==> src/rtl/dir_pkg.sv <==
package dir_pkg;
   typedef enum logic [1:0] {BS_UNC = 2'd0, BS_CLN = 2'd1, BS_DRT = 2'd2} blk_state_e;
   typedef enum logic [1:0] {RQ_READ = 2'd0, RQ_WRITE = 2'd1, RQ_WBACK = 2'd2, RQ_RSVD = 2'd3} req_op_e;
   typedef enum logic [2:0] {
      MS_SHARED = 3'd0, MS_EXCL = 3'd1, MS_INVAL = 3'd2,
      MS_FWD_RD = 3'd3, MS_FWD_WR = 3'd4, MS_NAK = 3'd5
   } msg_type_e;
   typedef enum logic {AK_INV = 1'b0, AK_FWD = 1'b1} ack_kind_e;
   typedef enum logic [1:0] {PH_IDLE, PH_INV, PH_WAIT, PH_GRANT} phase_e;
endpackage

==> src/rtl/dir_store.sv <==
module dir_store
   import dir_pkg::*;
#(
   parameter int NCLU  = 16,
   parameter int DEPTH = 16,
   parameter int IDXW  = $clog2(DEPTH)
) (
   input  logic             clk,
   input  logic             rst_n,
   input  logic [IDXW-1:0]  rd_idx,
   output blk_state_e       rd_state,
   output logic [NCLU-1:0]  rd_map,
   input  logic             wr_en,
   input  logic [IDXW-1:0]  wr_idx,
   input  blk_state_e       wr_state,
   input  logic [NCLU-1:0]  wr_map
);
   blk_state_e      st_q  [DEPTH];
   logic [NCLU-1:0] map_q [DEPTH];

   always_ff @(posedge clk or negedge rst_n) begin
      if (!rst_n) begin
         for (int i = 0; i < DEPTH; i++) begin
            st_q[i]  <= BS_UNC;
            map_q[i] <= '0;
         end
      end else if (wr_en) begin
         st_q[wr_idx]  <= wr_state;
         map_q[wr_idx] <= wr_map;
      end
   end

   assign rd_state = st_q[rd_idx];
   assign rd_map   = map_q[rd_idx];
endmodule

==> src/rtl/dir_lowbit.sv <==
module dir_lowbit #(
   parameter int W  = 16,
   parameter int IW = $clog2(W)
) (
   input  logic [W-1:0]  vec,
   output logic [IW-1:0] idx,
   output logic          any
);
   always_comb begin
      idx = '0;
      for (int i = W - 1; i >= 0; i--) begin
         if (vec[i]) idx = IW'(i);
      end
   end
   assign any = |vec;
endmodule

==> src/rtl/dir_msg_slot.sv <==
module dir_msg_slot #(
   parameter int IDW       = 4,
   parameter int AW        = 12,
   parameter bit FULL_RATE = 1'b1
) (
   input  logic           clk,
   input  logic           rst_n,
   input  logic           load,
   input  logic [IDW-1:0] ld_dst,
   input  logic [2:0]     ld_type,
   input  logic [AW-1:0]  ld_addr,
   input  logic           out_ready,
   output logic           free,
   output logic           out_valid,
   output logic [IDW-1:0] out_dst,
   output logic [2:0]     out_type,
   output logic [AW-1:0]  out_addr
);
   generate
      if (FULL_RATE) begin : g_pass
         assign free = !out_valid || out_ready;
      end else begin : g_bubble
         assign free = !out_valid;
      end
   endgenerate

   always_ff @(posedge clk or negedge rst_n) begin
      if (!rst_n) begin
         out_valid <= 1'b0;
         out_dst   <= '0;
         out_type  <= '0;
         out_addr  <= '0;
      end else if (load) begin
         out_valid <= 1'b1;
         out_dst   <= ld_dst;
         out_type  <= ld_type;
         out_addr  <= ld_addr;
      end else if (out_ready) begin
         out_valid <= 1'b0;
      end
   end
endmodule

==> src/rtl/dir_home_ctrl.sv <==
module dir_home_ctrl
   import dir_pkg::*;
#(
   parameter int NCLU      = 16,
   parameter int DEPTH     = 16,
   parameter int BLK_BYTES = 16,
   parameter int HOME_ID   = 5,
   parameter bit FULL_RATE = 1'b1,
   parameter int IDW       = $clog2(NCLU),
   parameter int IDXW      = $clog2(DEPTH),
   parameter int OFFW      = $clog2(BLK_BYTES),
   parameter int AW        = IDW + IDXW + OFFW
) (
   input  logic           clk,
   input  logic           rst_n,
   input  logic           req_valid,
   output logic           req_ready,
   input  logic [IDW-1:0] req_src,
   input  logic [1:0]     req_op,
   input  logic [AW-1:0]  req_addr,
   input  logic           ack_valid,
   input  logic [IDW-1:0] ack_src,
   input  logic           ack_kind,
   output logic           msg_valid,
   input  logic           msg_ready,
   output logic [IDW-1:0] msg_dst,
   output logic [2:0]     msg_type,
   output logic [AW-1:0]  msg_addr
);
   localparam logic [IDW-1:0] HOME = IDW'(HOME_ID);

   generate
      if (NCLU < 2 || (1 << IDW) != NCLU) begin : g_bad_nclu
         $error("NCLU must be a power of two of at least 2");
      end
      if (DEPTH < 2 || (1 << IDXW) != DEPTH) begin : g_bad_depth
         $error("DEPTH must be a power of two of at least 2");
      end
      if (BLK_BYTES < 2 || (1 << OFFW) != BLK_BYTES) begin : g_bad_blk
         $error("BLK_BYTES must be a power of two of at least 2");
      end
      if (HOME_ID < 0 || HOME_ID >= NCLU) begin : g_bad_home
         $error("HOME_ID out of range");
      end
   endgenerate

   logic [IDW-1:0]  rq_region;
   logic [IDXW-1:0] rq_idx;
   logic            unused_offset_bits;
   assign rq_region          = req_addr[AW-1 -: IDW];
   assign rq_idx             = req_addr[OFFW +: IDXW];
   assign unused_offset_bits = ^req_addr[OFFW-1:0];

   phase_e          phase_q;
   logic [IDXW-1:0] pend_idx_q;
   logic [IDW-1:0]  pend_req_q;
   logic            pend_rd_q;
   ack_kind_e       pend_kind_q;
   logic [NCLU-1:0] send_q, owed_q, keep_q;
   logic [AW-1:0]   pend_addr;
   assign pend_addr = {HOME, pend_idx_q, {OFFW{1'b0}}};

   blk_state_e      ent_st, wr_st;
   logic [NCLU-1:0] ent_map, wr_map;
   logic [IDXW-1:0] wr_idx;
   logic            wr_en;

   dir_store #(.NCLU(NCLU), .DEPTH(DEPTH), .IDXW(IDXW)) u_store (
      .clk(clk), .rst_n(rst_n),
      .rd_idx(rq_idx), .rd_state(ent_st), .rd_map(ent_map),
      .wr_en(wr_en), .wr_idx(wr_idx), .wr_state(wr_st), .wr_map(wr_map)
   );

   logic [IDW-1:0] owner_idx, inv_idx;
   logic           owner_any, inv_any;
   dir_lowbit #(.W(NCLU), .IW(IDW)) u_owner (.vec(ent_map), .idx(owner_idx), .any(owner_any));
   dir_lowbit #(.W(NCLU), .IW(IDW)) u_next_inv (.vec(send_q), .idx(inv_idx), .any(inv_any));

   logic           ld, slot_free;
   logic [IDW-1:0] ld_dst;
   logic [2:0]     ld_type;
   logic [AW-1:0]  ld_addr;

   dir_msg_slot #(.IDW(IDW), .AW(AW), .FULL_RATE(FULL_RATE)) u_slot (
      .clk(clk), .rst_n(rst_n),
      .load(ld), .ld_dst(ld_dst), .ld_type(ld_type), .ld_addr(ld_addr),
      .out_ready(msg_ready), .free(slot_free),
      .out_valid(msg_valid), .out_dst(msg_dst), .out_type(msg_type), .out_addr(msg_addr)
   );

   req_op_e         op;
   logic [NCLU-1:0] src_bit, others, inv_bit, ack_clear;
   logic            busy, is_owner, bad, needs_wait, nak, accept;
   logic            start_inv, start_fwd;

   assign op         = req_op_e'(req_op);
   assign src_bit    = NCLU'(1) << req_src;
   assign others     = ent_map & ~src_bit;
   assign inv_bit    = NCLU'(1) << inv_idx;
   assign busy       = phase_q != PH_IDLE;
   assign is_owner   = (ent_st == BS_DRT) && owner_any && (owner_idx == req_src);
   assign bad        = (rq_region != HOME) || (op == RQ_RSVD);
   assign needs_wait = ((ent_st == BS_DRT) && !is_owner && (op != RQ_WBACK)) ||
                       ((op == RQ_WRITE) && (ent_st == BS_CLN) && (others != '0));
   assign nak        = bad || (busy && ((rq_idx == pend_idx_q) || needs_wait));
   assign req_ready  = slot_free && ((phase_q == PH_IDLE) || (phase_q == PH_WAIT));
   assign accept     = req_valid && req_ready;
   assign ack_clear  = (ack_valid && busy && (ack_kind_e'(ack_kind) == pend_kind_q)) ?
                       (NCLU'(1) << ack_src) : '0;

   always_comb begin
      ld        = 1'b0;
      ld_dst    = req_src;
      ld_type   = MS_NAK;
      ld_addr   = {rq_region, rq_idx, {OFFW{1'b0}}};
      wr_en     = 1'b0;
      wr_idx    = rq_idx;
      wr_st     = ent_st;
      wr_map    = ent_map;
      start_inv = 1'b0;
      start_fwd = 1'b0;
      case (phase_q)
         PH_INV: begin
            if (slot_free && inv_any) begin
               ld      = 1'b1;
               ld_dst  = inv_idx;
               ld_type = MS_INVAL;
               ld_addr = pend_addr;
            end
         end
         PH_GRANT: begin
            if (slot_free) begin
               ld      = 1'b1;
               ld_dst  = pend_req_q;
               ld_type = pend_rd_q ? MS_SHARED : MS_EXCL;
               ld_addr = pend_addr;
               wr_en   = 1'b1;
               wr_idx  = pend_idx_q;
               wr_st   = pend_rd_q ? BS_CLN : BS_DRT;
               wr_map  = (pend_rd_q ? keep_q : '0) | (NCLU'(1) << pend_req_q);
            end
         end
         default: begin
            if (accept) begin
               if (nak) begin
                  ld = 1'b1;
               end else begin
                  case (op)
                     RQ_READ, RQ_WRITE: begin
                        if (ent_st == BS_DRT) begin
                           ld = 1'b1;
                           if (is_owner) begin
                              ld_type = MS_EXCL;
                           end else begin
                              ld_dst    = owner_idx;
                              ld_type   = (op == RQ_READ) ? MS_FWD_RD : MS_FWD_WR;
                              start_fwd = 1'b1;
                           end
                        end else if (op == RQ_READ) begin
                           ld      = 1'b1;
                           ld_type = MS_SHARED;
                           wr_en   = 1'b1;
                           wr_st   = BS_CLN;
                           wr_map  = ent_map | src_bit;
                        end else if ((ent_st == BS_CLN) && (others != '0)) begin
                           start_inv = 1'b1;
                        end else begin
                           ld      = 1'b1;
                           ld_type = MS_EXCL;
                           wr_en   = 1'b1;
                           wr_st   = BS_DRT;
                           wr_map  = src_bit;
                        end
                     end
                     RQ_WBACK: begin
                        if (is_owner) begin
                           wr_en  = 1'b1;
                           wr_st  = BS_UNC;
                           wr_map = '0;
                        end
                     end
                     default: ;
                  endcase
               end
            end
         end
      endcase
   end

   always_ff @(posedge clk or negedge rst_n) begin
      if (!rst_n) begin
         phase_q     <= PH_IDLE;
         pend_idx_q  <= '0;
         pend_req_q  <= '0;
         pend_rd_q   <= 1'b0;
         pend_kind_q <= AK_INV;
         send_q      <= '0;
         owed_q      <= '0;
         keep_q      <= '0;
      end else if (start_inv || start_fwd) begin
         pend_idx_q  <= rq_idx;
         pend_req_q  <= req_src;
         pend_rd_q   <= start_fwd && (op == RQ_READ);
         pend_kind_q <= start_inv ? AK_INV : AK_FWD;
         send_q      <= start_inv ? others : '0;
         owed_q      <= start_inv ? others : (NCLU'(1) << owner_idx);
         keep_q      <= ent_map;
         phase_q     <= start_inv ? PH_INV : PH_WAIT;
      end else begin
         owed_q <= owed_q & ~ack_clear;
         case (phase_q)
            PH_INV: begin
               if (slot_free) begin
                  send_q <= send_q & ~inv_bit;
                  if (send_q == inv_bit) phase_q <= PH_WAIT;
               end
            end
            PH_WAIT:  if (owed_q == '0) phase_q <= PH_GRANT;
            PH_GRANT: if (slot_free) phase_q <= PH_IDLE;
            default: ;
         endcase
      end
   end
endmodule

==> config.mk <==
export PLATFORM = sky130hd
export DESIGN_NAME = dir_home_ctrl
export DESIGN_NICKNAME = d
export VERILOG_FILES = /design/src/rtl/dir_pkg.sv /design/src/rtl/dir_store.sv /design/src/rtl/dir_lowbit.sv /design/src/rtl/dir_msg_slot.sv /design/src/rtl/dir_home_ctrl.sv
export SDC_FILE = /design/constraint.sdc
export NUM_CORES = 1
export LEC_CHECK = 0
export ABC_AREA = 1
export BUFFER_PORTS_ARGS = -buffer_cell sky130_fd_sc_hd__buf_2
export CORE_MARGIN = 4
export CORE_UTILIZATION = 56
export DETAILED_ROUTE_END_ITERATION = 6
export PLACE_DENSITY_LB_ADDON = 0.2
export SLEW_MARGIN = 20
export SYNTH_ARGS = -nofsm -noshare
export SYNTH_HDL_FRONTEND = slang
export SYNTH_HIERARCHICAL = 1
export SYNTH_SLANG_ARGS = --single-unit
==> constraint.sdc <==
create_clock -name clk -period 4.9 [get_ports clk]
set_clock_uncertainty 0.2 [all_clocks]
set_input_delay 0.49 -clock clk [delete_from_list [all_inputs] [get_ports clk]]
set_output_delay 0.49 -clock clk [all_outputs]
set_load 0.02 [all_outputs]
## After elaboration in Yosys (flattened, before gate mapping)

Index checks and enable logic that the tools add are counted.

- Add/subtract/negate cells: 0
- $mul: 0
- Divide/modulo/power cells: 0
- $lt $le $gt $ge: 3
- Equality and inequality tests: 18
- Shift-type cells: 5
- Mux-type cells: 134
- Bitwise gates (word level): 10
- Reductions and logical operators: 39

Operators by type and width:

| kind | number |
|---|---|
| 2-to-1 mux 16 bit | 18 |
| bitwise mux 256 bit | 1 |
| 2-to-1 mux 4 bit | 41 |
| << shifter 1 x 4 -> 16 bit, first input constant | 5 |
| binary-select mux 16 bit (select 4 bit) | 1 |
| demux 16 bit (select 4 bit) | 1 |
| case mux 16 bit (2 select lines) | 2 |
| bitwise AND 16 bit | 3 |
| NOT 16 bit | 3 |
| 2-to-1 mux 2 bit | 17 |
| bitwise mux 32 bit | 1 |
| bitwise OR 16 bit | 2 |
| OR reduction 16 bit | 2 |
| 2-to-1 mux 3 bit | 10 |
| 2-to-1 mux 1 bit | 29 |
| 2-to-1 mux 12 bit | 2 |
| case mux 12 bit (2 select lines) | 1 |
| equality test 16 bit | 1 |
| zero test 16 bit | 1 |
| nonzero test 16 bit | 1 |
| logical AND 1 bit | 15 |
| equality test 2 bit, second input constant | 5 |
| greater-or-equal comparator 5 bit, second input constant | 2 |
| NOT 4 -> 5 bit | 2 |
| 23 further kinds | 43 |

- Flip-flop bits (word level): 368
- Latch bits: 0
- Bits in writable memories: 0
- Memory bits (read-only): 0
- Bits of input ports: 28
- Output and inout port bits: 21
- Logic and storage cells: 253
- Memories: 0

## Longest topological paths before layout

Gate-level depths: netlist of the first run.

- Depth after elaboration: 35
- Mapped depth: 43
- Mapped depth without buffers: 39

## By module

The synthesis of the first run kept the hierarchy.

Modules (own cells, without submodules):

| module | instances | cells each | area an instance (µm²) | sequential area each (µm²) |
|---|---|---|---|---|
| dir_store | 1 | 1851 | 13905.8 | 7206.9 |
| dir_home_ctrl | 1 | 905 | 5775.5 | 1501.4 |
| dir_msg_slot | 1 | 85 | 775.7 | 500.5 |
| dir_lowbit | 2 | 49 | 209.0 | 0.0 |

## Least setup slack after synthesis of the first run

No wires, ideal clock.

- Kind: in2reg
- Start point: in req_addr[4]
- End point: reg u_store/map_q[156] (netlist bit)
- Setup time: 133 ps
- Arrival: 4372 ps
- Data required time: 4567 ps
- Setup slack: 195 ps
- Stages: 30
- Path buffers: 6
- Cells stage by stage: buf_2 buf_4 clkbuf_1 nand2_1 nand3_1 nand3_1 nand3_1 nand2_1 or2_1 nor4_1 nor3_1 clkinv_1 nand2_1 a21oi_2 nand3b_2 nand3_1 nand2_1 inv_2 nand2_1 nand2_4 buf_4 nand4_1 o211ai_1 buf_4 nand2_1 nor2_2 nand2_2 buf_2 nand2_1 o21ai_0

- Elaborated cells on any way between the ends: 69
- Those cells by class: order compare (2); eq/ne (4); mux (44); bitwise (4); reduce/logical (15)

RTL lines:

| element | RTL line | text |
|---|---|---|
| start: declaration | dir_home_ctrl.sv:20 | `input logic [AW-1:0] req_addr,` |
| NOT 4 -> 5 bit (implied by the code) (*) | dir_store.sv:34 | `assign rd_map = map_q[rd_idx];` |
| binary-select mux 16 bit (select 4 bit) (*) | dir_store.sv:34 |  |
| 2-to-1 mux 16 bit (implied by the code) (*) (2 in series) | dir_store.sv:34 |  |
| named net ent_map[14] | dir_home_ctrl.sv:64 | `logic [NCLU-1:0] ent_map, wr_map;` |
| 2-to-1 mux 4 bit (*) (15 in series) | dir_lowbit.sv:12 | `if (vec[i]) idx = IW'(i);` |
| named net owner_idx[3] | dir_home_ctrl.sv:74 | `logic [IDW-1:0] owner_idx, inv_idx;` |
| equality test 4 bit (*) | dir_home_ctrl.sv:101 | `assign is_owner = (ent_st == BS_DRT) && owner_any && (owner_idx == req_src);` |
| logical AND 1 bit (*) | dir_home_ctrl.sv:101 |  |
| [... 3 more ...] | - |  |
| logical OR 1 bit | dir_home_ctrl.sv:103 | `assign needs_wait = ((ent_st == BS_DRT) && !is_owner && (op != RQ_WBACK)) \|\|` |
| logical OR 1 bit | dir_home_ctrl.sv:105 | `assign nak = bad \|\| (busy && ((rq_idx == pend_idx_q) \|\| needs_wait));` |
| logical AND 1 bit | dir_home_ctrl.sv:105 |  |
| logical OR 1 bit | dir_home_ctrl.sv:105 |  |
| 2-to-1 mux 1 bit (*) | dir_home_ctrl.sv:145 | `if (nak) begin` |
| 2-to-1 mux 1 bit (*) | dir_home_ctrl.sv:144 | `if (accept) begin` |
| case mux 1 bit (2 select lines) (*) | dir_home_ctrl.sv:122 | `case (phase_q)` |
| named net wr_en | dir_home_ctrl.sv:66 | `logic wr_en;` |
| end signal: indexed assignment | dir_store.sv:29 | `map_q[wr_idx] <= wr_map;` |
| end: declaration | dir_store.sv:19 | `logic [NCLU-1:0] map_q [DEPTH];` |

Mark *: on every way through the listed nets, which the timed path passes. The rest lies on a longest branch. The select of a mux whose other input is x is not followed.
A chain may end at the register's enable or synchronous reset.

## Final worst setup path of the first run

- Start point: in req_addr[4]
- End point: reg u_store/st_q[26] (netlist bit)

- Elaborated cells on any way between the ends: 68
- Those cells by class: order compare (2); eq/ne (4); mux (44); bitwise (3); reduce/logical (15)

RTL lines:

| element | RTL line | text |
|---|---|---|
| NOT 4 -> 5 bit (implied by the code) (*) | dir_store.sv:34 |  |
| binary-select mux 16 bit (select 4 bit) (*) | dir_store.sv:34 |  |
| 2-to-1 mux 16 bit (implied by the code) (*) (2 in series) | dir_store.sv:34 |  |
| named net ent_map[9] | dir_home_ctrl.sv:64 |  |
| 2-to-1 mux 4 bit (*) (10 in series) | dir_lowbit.sv:12 |  |
| named net owner_idx[3] | dir_home_ctrl.sv:74 |  |
| equality test 4 bit (*) | dir_home_ctrl.sv:101 |  |
| logical AND 1 bit (*) | dir_home_ctrl.sv:101 |  |
| [... 3 more ...] | - |  |
| logical OR 1 bit | dir_home_ctrl.sv:103 |  |
| logical OR 1 bit | dir_home_ctrl.sv:105 |  |
| logical AND 1 bit | dir_home_ctrl.sv:105 |  |
| logical OR 1 bit | dir_home_ctrl.sv:105 |  |
| 2-to-1 mux 1 bit (*) | dir_home_ctrl.sv:145 |  |
| 2-to-1 mux 1 bit (*) | dir_home_ctrl.sv:144 |  |
| case mux 1 bit (2 select lines) (*) | dir_home_ctrl.sv:122 |  |
| named net wr_en | dir_home_ctrl.sv:66 |  |
| end signal: indexed assignment | dir_store.sv:28 | `st_q[wr_idx] <= wr_state;` |
| end: declaration | dir_store.sv:18 | `blk_state_e st_q [DEPTH];` |

Marked as above.

==> results of run 1 <==
[power breakdown]
part	internal (mW)	switching (mW)	total (mW)
Sequential	3.40	0.233	3.64
Combinational	0.898	1.66	2.55
Clock	1.89	1.28	3.17
[cell usage after synthesis, drive strengths merged (14+ instances only)]
cell type	n	area, µm²
buf	88	507
nor3	25	159
a31oi	14	87.6
nand3	339	1720
ha	16	200
clkbuf	97	369
o211ai	17	128
dfrtp	368	9210
nor2	67	298
o21ai	324	1620
a21oi	25	136
or2	37	231
nand2	962	3650
inv	408	1530
nand4	83	549
[state kept, by name, summed over array words and instances, names as in the netlist]
register          cells
u_store/map_q       256
u_store/st_q         32
keep_q               16
owed_q               16
send_q               16
u_slot/out_addr      12
pend_idx_q            4
pend_req_q            4
u_slot/out_dst        4
u_slot/out_type       3
phase_q               2
pend_kind_q           1
pend_rd_q             1
u_slot/out_valid      1
[metal layers]
layer | share of wire | GRT usage | vias to the layer above
met1 | 0.43 | 0.425 | 9306
met3 | 0.080 | 0.0422 | 151
li1 | - | - | 9483
met2 | 0.46 | 0.489 | 840
met5 | 0 | 0 | -
met4 | 0.039 | 0.122 | 0
[worst reg2reg max path: cells and delay by family, from the launching register on]
family	cells	cell delay, ns
buf+inv	4	0.40
compound gates	3	0.84
simple gates	28	2.44
flops	1	0.37
xor+xnor	1	0.11
[cell type report]
class                      count  area share
multi-input combinational   1970       0.386
sequential                   368       0.385
timing repair buffer         200      0.0799
inverter                     419      0.0660
clock buffer                  65      0.0514
tap                          468      0.0245
clock inverter                10     0.00644
[through the flow]
stage / setup slack (ns) / hold WS (ns) / util / cells
after floorplan: 0.195 / -0.00559 / - / 2942
after global placement: -0.165 / 0.250 / 0.613 / 3422
after detailed placement: -0.191 / 0.253 / 0.613 / 3422
after CTS: 0.374 / 0.0329 / 0.651 / 3499
after global routing: -0.0487 / 0.0634 / 0.651 / 3500
final: 0.369 / 0.0484 / 0.651 / 3500
[repair_timing]
action | CTS | global route
setup buffers | 0 | 1
hold buffers | 2 | 0
endpoints found under the hold margin | 124 | 0
endpoints found under the setup margin | 0 | 49
resized for setup | 0 | 1
[how the worst min path moves through the flow]
| stage | startpoint | slack [ns] | cells after the start | endpoint |
|---|---|---|---|---|
| after floorplan | rst_n | -0.006 | 0 | keep_q[0]$_DFFE_PN0P_ |
| after global placement | u_slot/out_dst[0]$_DFFE_PN0P_ | 0.25 | 2 | u_slot/out_dst[0]$_DFFE_PN0P_ |
| after detailed placement | u_slot/out_addr[0]$_DFFE_PN0P_ | 0.25 | 2 | u_slot/out_addr[0]$_DFFE_PN0P_ |
| after CTS | req_addr[10] | 0.03 | 4 | u_slot/out_addr[10]$_DFFE_PN0P_ |
| after global routing | req_addr[10] | 0.06 | 4 | u_slot/out_addr[10]$_DFFE_PN0P_ |
| final | req_addr[8] | 0.05 | 4 | u_slot/out_addr[8]$_DFFE_PN0P_ |
[logic make-up after synthesis]
family | share of synthesized area
compound gates | 0.109
buf+inv | 0.117
flops | 0.441
simple gates | 0.319
fa+ha+maj | 0.00959
other cells | 0.000180
xor+xnor | 0.00336
==> run summary, run 1 <==
================================================================================
Most used flip-flop cell after synthesis                                 dfrtp_1
CP required                                                              5.17 ns
Overflow after GRT                                                             0
Site row count                                                                70
Most frequent cells in the layout                                   950 x nand2_1, 391 x inv_1, 368 x dfrtp_1, 334 x nand3_1, 318 x o21ai_0
Filler cell count in the final layout                                       3216
Reg2reg path depth                                                            36
Worst setup path endpoint                                           u_store/st_q[26]$_DFFE_PN0P_
Drt drc                                                                        0
Most frequent CP cell                                                    nand2_1
Multi-input combinational cell area                                     9230 µm²
Vias in the first global route                                             18893
Number of top-level design ports                                              49
Fmax                                                                     221 MHz
Wire length of the first global-routing pass                           101000 µm
Power Total                                                              9.36 mW
First-pass DRT Iterations                                                      6
Total negative slack                                                        0 ns
Destination of the worst register-to-register timing path           u_store/st_q[26]$_DFFE_PN0P_
Worst setup EP type                                                    flip-flop
Worst hold path class                                                  in -> reg
Half-perimeter wire length after detailed placement                     40400 µm
Count of different cell masters after synthesis                               49
Run status                                                          complete, no violations
Setup repair after global routing missed its margin                          yes
Vias per cell                                                               5.65
Reg2Reg Setup Slack                                                      0.42 ns
Setup Viol. Count Final                                                        0
Post-synthesis instance area                                           20900 µm²
Number of clock sinks                                                        368
GP Congestion                                                              0.976
Die Outline Area                                                       40400 µm²
CTS max path bufs                                                              3
Number of standard cells after synthesis                                    2939
Leak pwr                                                                 12.1 nW
Clock transition at the registers of the reported paths                  0.06 ns
Starting density of the core                                               0.569
Number of buffer and inverter stages on the critical path                      9
Power per cell area                                                   392 nW/µm²
TritonCTS clock tree                                                         yes
Placeable core area                                                    36700 µm²
First DRT Iteration DRCs                                                    1980
Worst setup path startpoint                                          req_addr[4]
Clock latency on the worst-skew pair                                     0.58 ns
Number of synthesized flops with an enable pin                                 0
Max stage delay on crit path                                             0.36 ns
Number of antenna violations at the first check in global routing              0
Family with the most delay on the worst path                        simple AND/OR/NAND/NOR gates
Net count, final                                                            3045
Chip width                                                                201 µm
Beginning of the worst register-to-register path                    u_store/map_q[238]$_DFFE_PN0P_
Drt total wl                                                            62300 µm
Element type at the critical path start                               input port
Standard cell with the maximum stage delay on the critical path         o211ai_1
Number of nets with antenna violations after routing                           0
Slew at the pin closest to its max-slew limit                           0.996 ns
Sequential-to-total area share from yosys stat                             0.441
N_diodes                                                                       0
Detailed-route via count                                                   19780
Share of synthesized registers carrying an async set or reset               1.00
Final worst path period share                                              0.925
Non-Filler Cell Area, Final                                            23900 µm²
Number of hold-slack violations in the final timing report                     0
Drt wl/cell                                                              17.8 µm
Sequential cell area                                                    9210 µm²
Worst slew margin relative to its limit                                    0.336
Overall track demand over capacity in global routing                       0.306
Type of the worst setup path                                           in -> reg
Average size of a mapped cell                                           7.10 µm²
Cts bufs inserted                                                             42
Warnings from Yosys                                                            6
Fraction of layout instances using a drive strength above 1                0.109
Final Critical Period                                                    4.53 ns
Worst voltage drop across the vdd grid                                  0.337 mV
Overall die height                                                        201 µm
Pin count of the biggest net entering global routing                         130
Final Max Slew Viols                                                           0
Layout-stage area growth over the synthesis result                         14.5%
CP max FO                                                                     32
Cell depth of the worst setup path                                            30
Clock Root Buffer                                                      clkbuf_16
Number of H-tree branching levels                                              2
Input/output buffers                                                          44
Placement Cell Area                                                    22500 µm²
Most common cell after layout, fill and taps aside                       nand2_1
Count of maximum capacitance violations                                        0
Register bit total from synthesis                                            368
Arrival time at the worst endpoint                                       4.80 ns
================================================================================
Note: power is estimated with default switching activity, not from simulation.
==> run 2: changes to the inputs <==
--- a/config.mk
+++ b/config.mk
@@ -7,8 +7,10 @@
 export LEC_CHECK = 0
 export ABC_AREA = 1
 export BUFFER_PORTS_ARGS = -buffer_cell sky130_fd_sc_hd__buf_2
+export CELL_PAD_IN_SITES_DETAIL_PLACEMENT = 1
+export CELL_PAD_IN_SITES_GLOBAL_PLACEMENT = 2
 export CORE_MARGIN = 4
-export CORE_UTILIZATION = 56
+export CORE_UTILIZATION = 37
 export DETAILED_ROUTE_END_ITERATION = 6
 export PLACE_DENSITY_LB_ADDON = 0.2
 export SLEW_MARGIN = 20
==> run summary, run 2 (same netlist as run 1, synthesis figures left out) <==
==================================================================================
Count of non-filler cells in the finished layout                              3822   +9.2%
Power per cell area                                                     391 nW/µm²   -0.32%
Setup Slack @ Placement                                                  -0.127 ns   +0.0644 ns
Type of the worst setup path                                            reg -> reg
Standard cell with the maximum stage delay on the critical path            dfrtp_1
N_diodes                                                                         0   unchanged
GP Congestion                                                                0.880   -9.9%
Final Critical Period                                                      4.45 ns   -0.0832 ns
Most frequent CP cell                                                      nand2_1
Placeable core area                                                      55500 µm²   +51%
First DRT Iteration DRCs                                                      1259   -36%
Leak pwr                                                                   12.3 nW   +1.9%
CP required                                                                5.17 ns   about the same
Number of clock sinks                                                          368   unchanged
Run status                                                            complete, no violations
Drt drc                                                                          0   unchanged
Half-perimeter wire length after detailed placement                       50900 µm   +26%
Placement Cell Area                                                      23200 µm²   +3.2%
Number of nets with antenna violations after routing                             0   unchanged
Pin count of the biggest net entering global routing                            97   -25%
Most common cell after layout, fill and taps aside                         nand2_1
Site row count                                                                  86   +23%
Setup repair after global routing missed its margin                             no
Setup WS post-layout                                                      0.453 ns   +0.0832 ns
Number of H-tree branching levels                                                2   unchanged
Fmax                                                                       225 MHz   +1.9%
Starting density of the core                                                 0.376   -0.193
Worst hold path class                                                    in -> reg
Number of top-level design ports                                                49   unchanged
Most frequent cells in the layout                                     950 x nand2_1, 391 x inv_1, 368 x dfrtp_1, 334 x nand3_1, 318 x o21ai_0
Final Max Slew Viols                                                             0   unchanged
Wire length of the first global-routing pass                             118000 µm   +17%
Total negative slack                                                          0 ns   unchanged
Clock Root Buffer                                                        clkbuf_16
Vias per cell                                                                 5.17   -8.5%
Arrival time at the worst endpoint                                         4.72 ns   -0.08 ns
CP max FO                                                                       30   -6.3%
Clock latency on the worst-skew pair                                       0.61 ns   +0.03 ns
Power Total                                                                9.63 mW   +2.9%
Global routing usage on met1                                                 0.342   -0.0834
Met3 Use GR                                                                 0.0279   -0.0143
Count of maximum capacitance violations                                          0   unchanged
Non-Filler Cell Area, Final                                              24700 µm²   +3.2%
Slew at the pin closest to its max-slew limit                             0.987 ns   -0.00874 ns
TritonCTS clock tree                                                           yes
Layout-stage area growth over the synthesis result                           18.1%
First-pass DRT Iterations                                                        5   -1
Flip-flop count of the largest register, all copies and words added            256   unchanged
Overall die height                                                          246 µm   +22%
Cell total after placement                                                    3741   +9.3%
Vias in the first global route                                               20369   +7.8%
Net count, final                                                              3085   +1.3%
Biggest register                                                      u_store/map_q
Die Outline Area                                                         60300 µm²   +49%
Chip width                                                                  246 µm   +22%
Worst setup EP type                                                      flip-flop
Overall track demand over capacity in global routing                         0.250   -0.0564
Fraction of layout instances using a drive strength above 1                  0.122   +0.0135
Number of hold-slack violations in the final timing report                       0   unchanged
Setup Viol. Count Final                                                          0   unchanged
Cts bufs inserted                                                               44   +4.8%
Overflow after GRT                                                               0   unchanged
Worst voltage drop across the vdd grid                                    0.252 mV   -25%
Busiest layer in global routing                                               met2
Input/output buffers                                                            44   unchanged
Number of antenna violations at the first check in global routing                0   unchanged
CTS max path bufs                                                                3   unchanged
Final worst path period share                                                0.908   -0.0170
Largest registers ranked by flip-flop count                           u_store/map_q x256, u_store/st_q x32
Detailed-route via count                                                     19773   -0.035%
Element type at the critical path start                                  flip-flop
Clock transition at the registers of the reported paths                    0.06 ns   about the same
Worst slew margin relative to its limit                                      0.340   +0.00340
Met2 Resource Use GR                                                         0.418   -0.0712
Drt wl/cell                                                                19.5 µm   +9.7%
Max stage delay on crit path                                               0.39 ns   +0.03 ns
Drt total wl                                                              74600 µm   +20%
==================================================================================
-- run 2: cell types whose count changed in the layout (fill, tap and decap cells not counted), sizes merged --
cell      delta
clkinv       +7
buf         +38
bufinv       -1
clkbuf       -4
clkinvlp     +2
-- run 2: cell type report --
cell class                 count  area (µm²)
fill                        7017       30900
multi-input combinational   1970        9230
sequential                   368        9210
timing repair buffer         238        2270
inverter                     419        1580
clock buffer                  61        1230
tap                          748         936
clock inverter                18         201
-- run 2: per-stage QoR --
stage                      util  hold slack (ns)
after floorplan               -         -0.00559
after global placement    0.418            0.251
after detailed placement  0.418            0.254
after CTS                 0.444          0.00376
after global routing      0.444           0.0360
final                     0.444           0.0275
-- run 2: worst max-delay path: cells and delay by family (launching register included) --
family,cells,cell delay [ns]
and+or+nand+nor,29,2.54
buffers and inverters,5,0.56
xor gates and xnor gates,1,0.10
AOI/OAI and AO/OA,3,0.52
DFF,1,0.39
-- run 2: path summary, 6_finish.rpt --
kind / slack, ns / endpoint / startpoint / depth (start not counted)
worst max-delay path: 0.45 / u_store/map_q[221]$_DFFE_PN0P_ / u_store/map_q[222]$_DFFE_PN0P_ / 38
worst min-delay path: 0.03 / u_slot/out_addr[10]$_DFFE_PN0P_ / req_addr[10] / 4
worst max register to register: 0.45 / u_store/map_q[221]$_DFFE_PN0P_ / u_store/map_q[222]$_DFFE_PN0P_ / 38
worst min register to register: 0.26 / u_slot/out_dst[0]$_DFFE_PN0P_ / u_slot/out_dst[0]$_DFFE_PN0P_ / 2
max in group asynchronous: 2.89 / u_store/map_q[87]$_DFFE_PN0P_ / rst_n / 3
min in group asynchronous: 0.32 / u_slot/out_addr[11]$_DFFE_PN0P_ / rst_n / 2
-- run 2: timing repair --
item	CTS	global route
hold buffers	2	0
setup buffers	0	0
gates resized for setup	0	0
hold endpoints to repair	92	0
-- run 2: report_power, final --
group | total [mW] | switching [mW] | internal [mW]
Sequential | 3.64 | 0.239 | 3.40
Combinational | 2.70 | 1.76 | 0.947
Clock | 3.29 | 1.40 | 1.88
-- run 2: per-layer routing --
| layer | wire [µm] | up-vias |
|---|---|---|
| met4 | 2140 | 0 |
| li1 | - | 9553 |
| met3 | 2740 | 101 |
| met1 | 34500 | 9790 |
| met5 | 0 | - |
| met2 | 35300 | 329 |
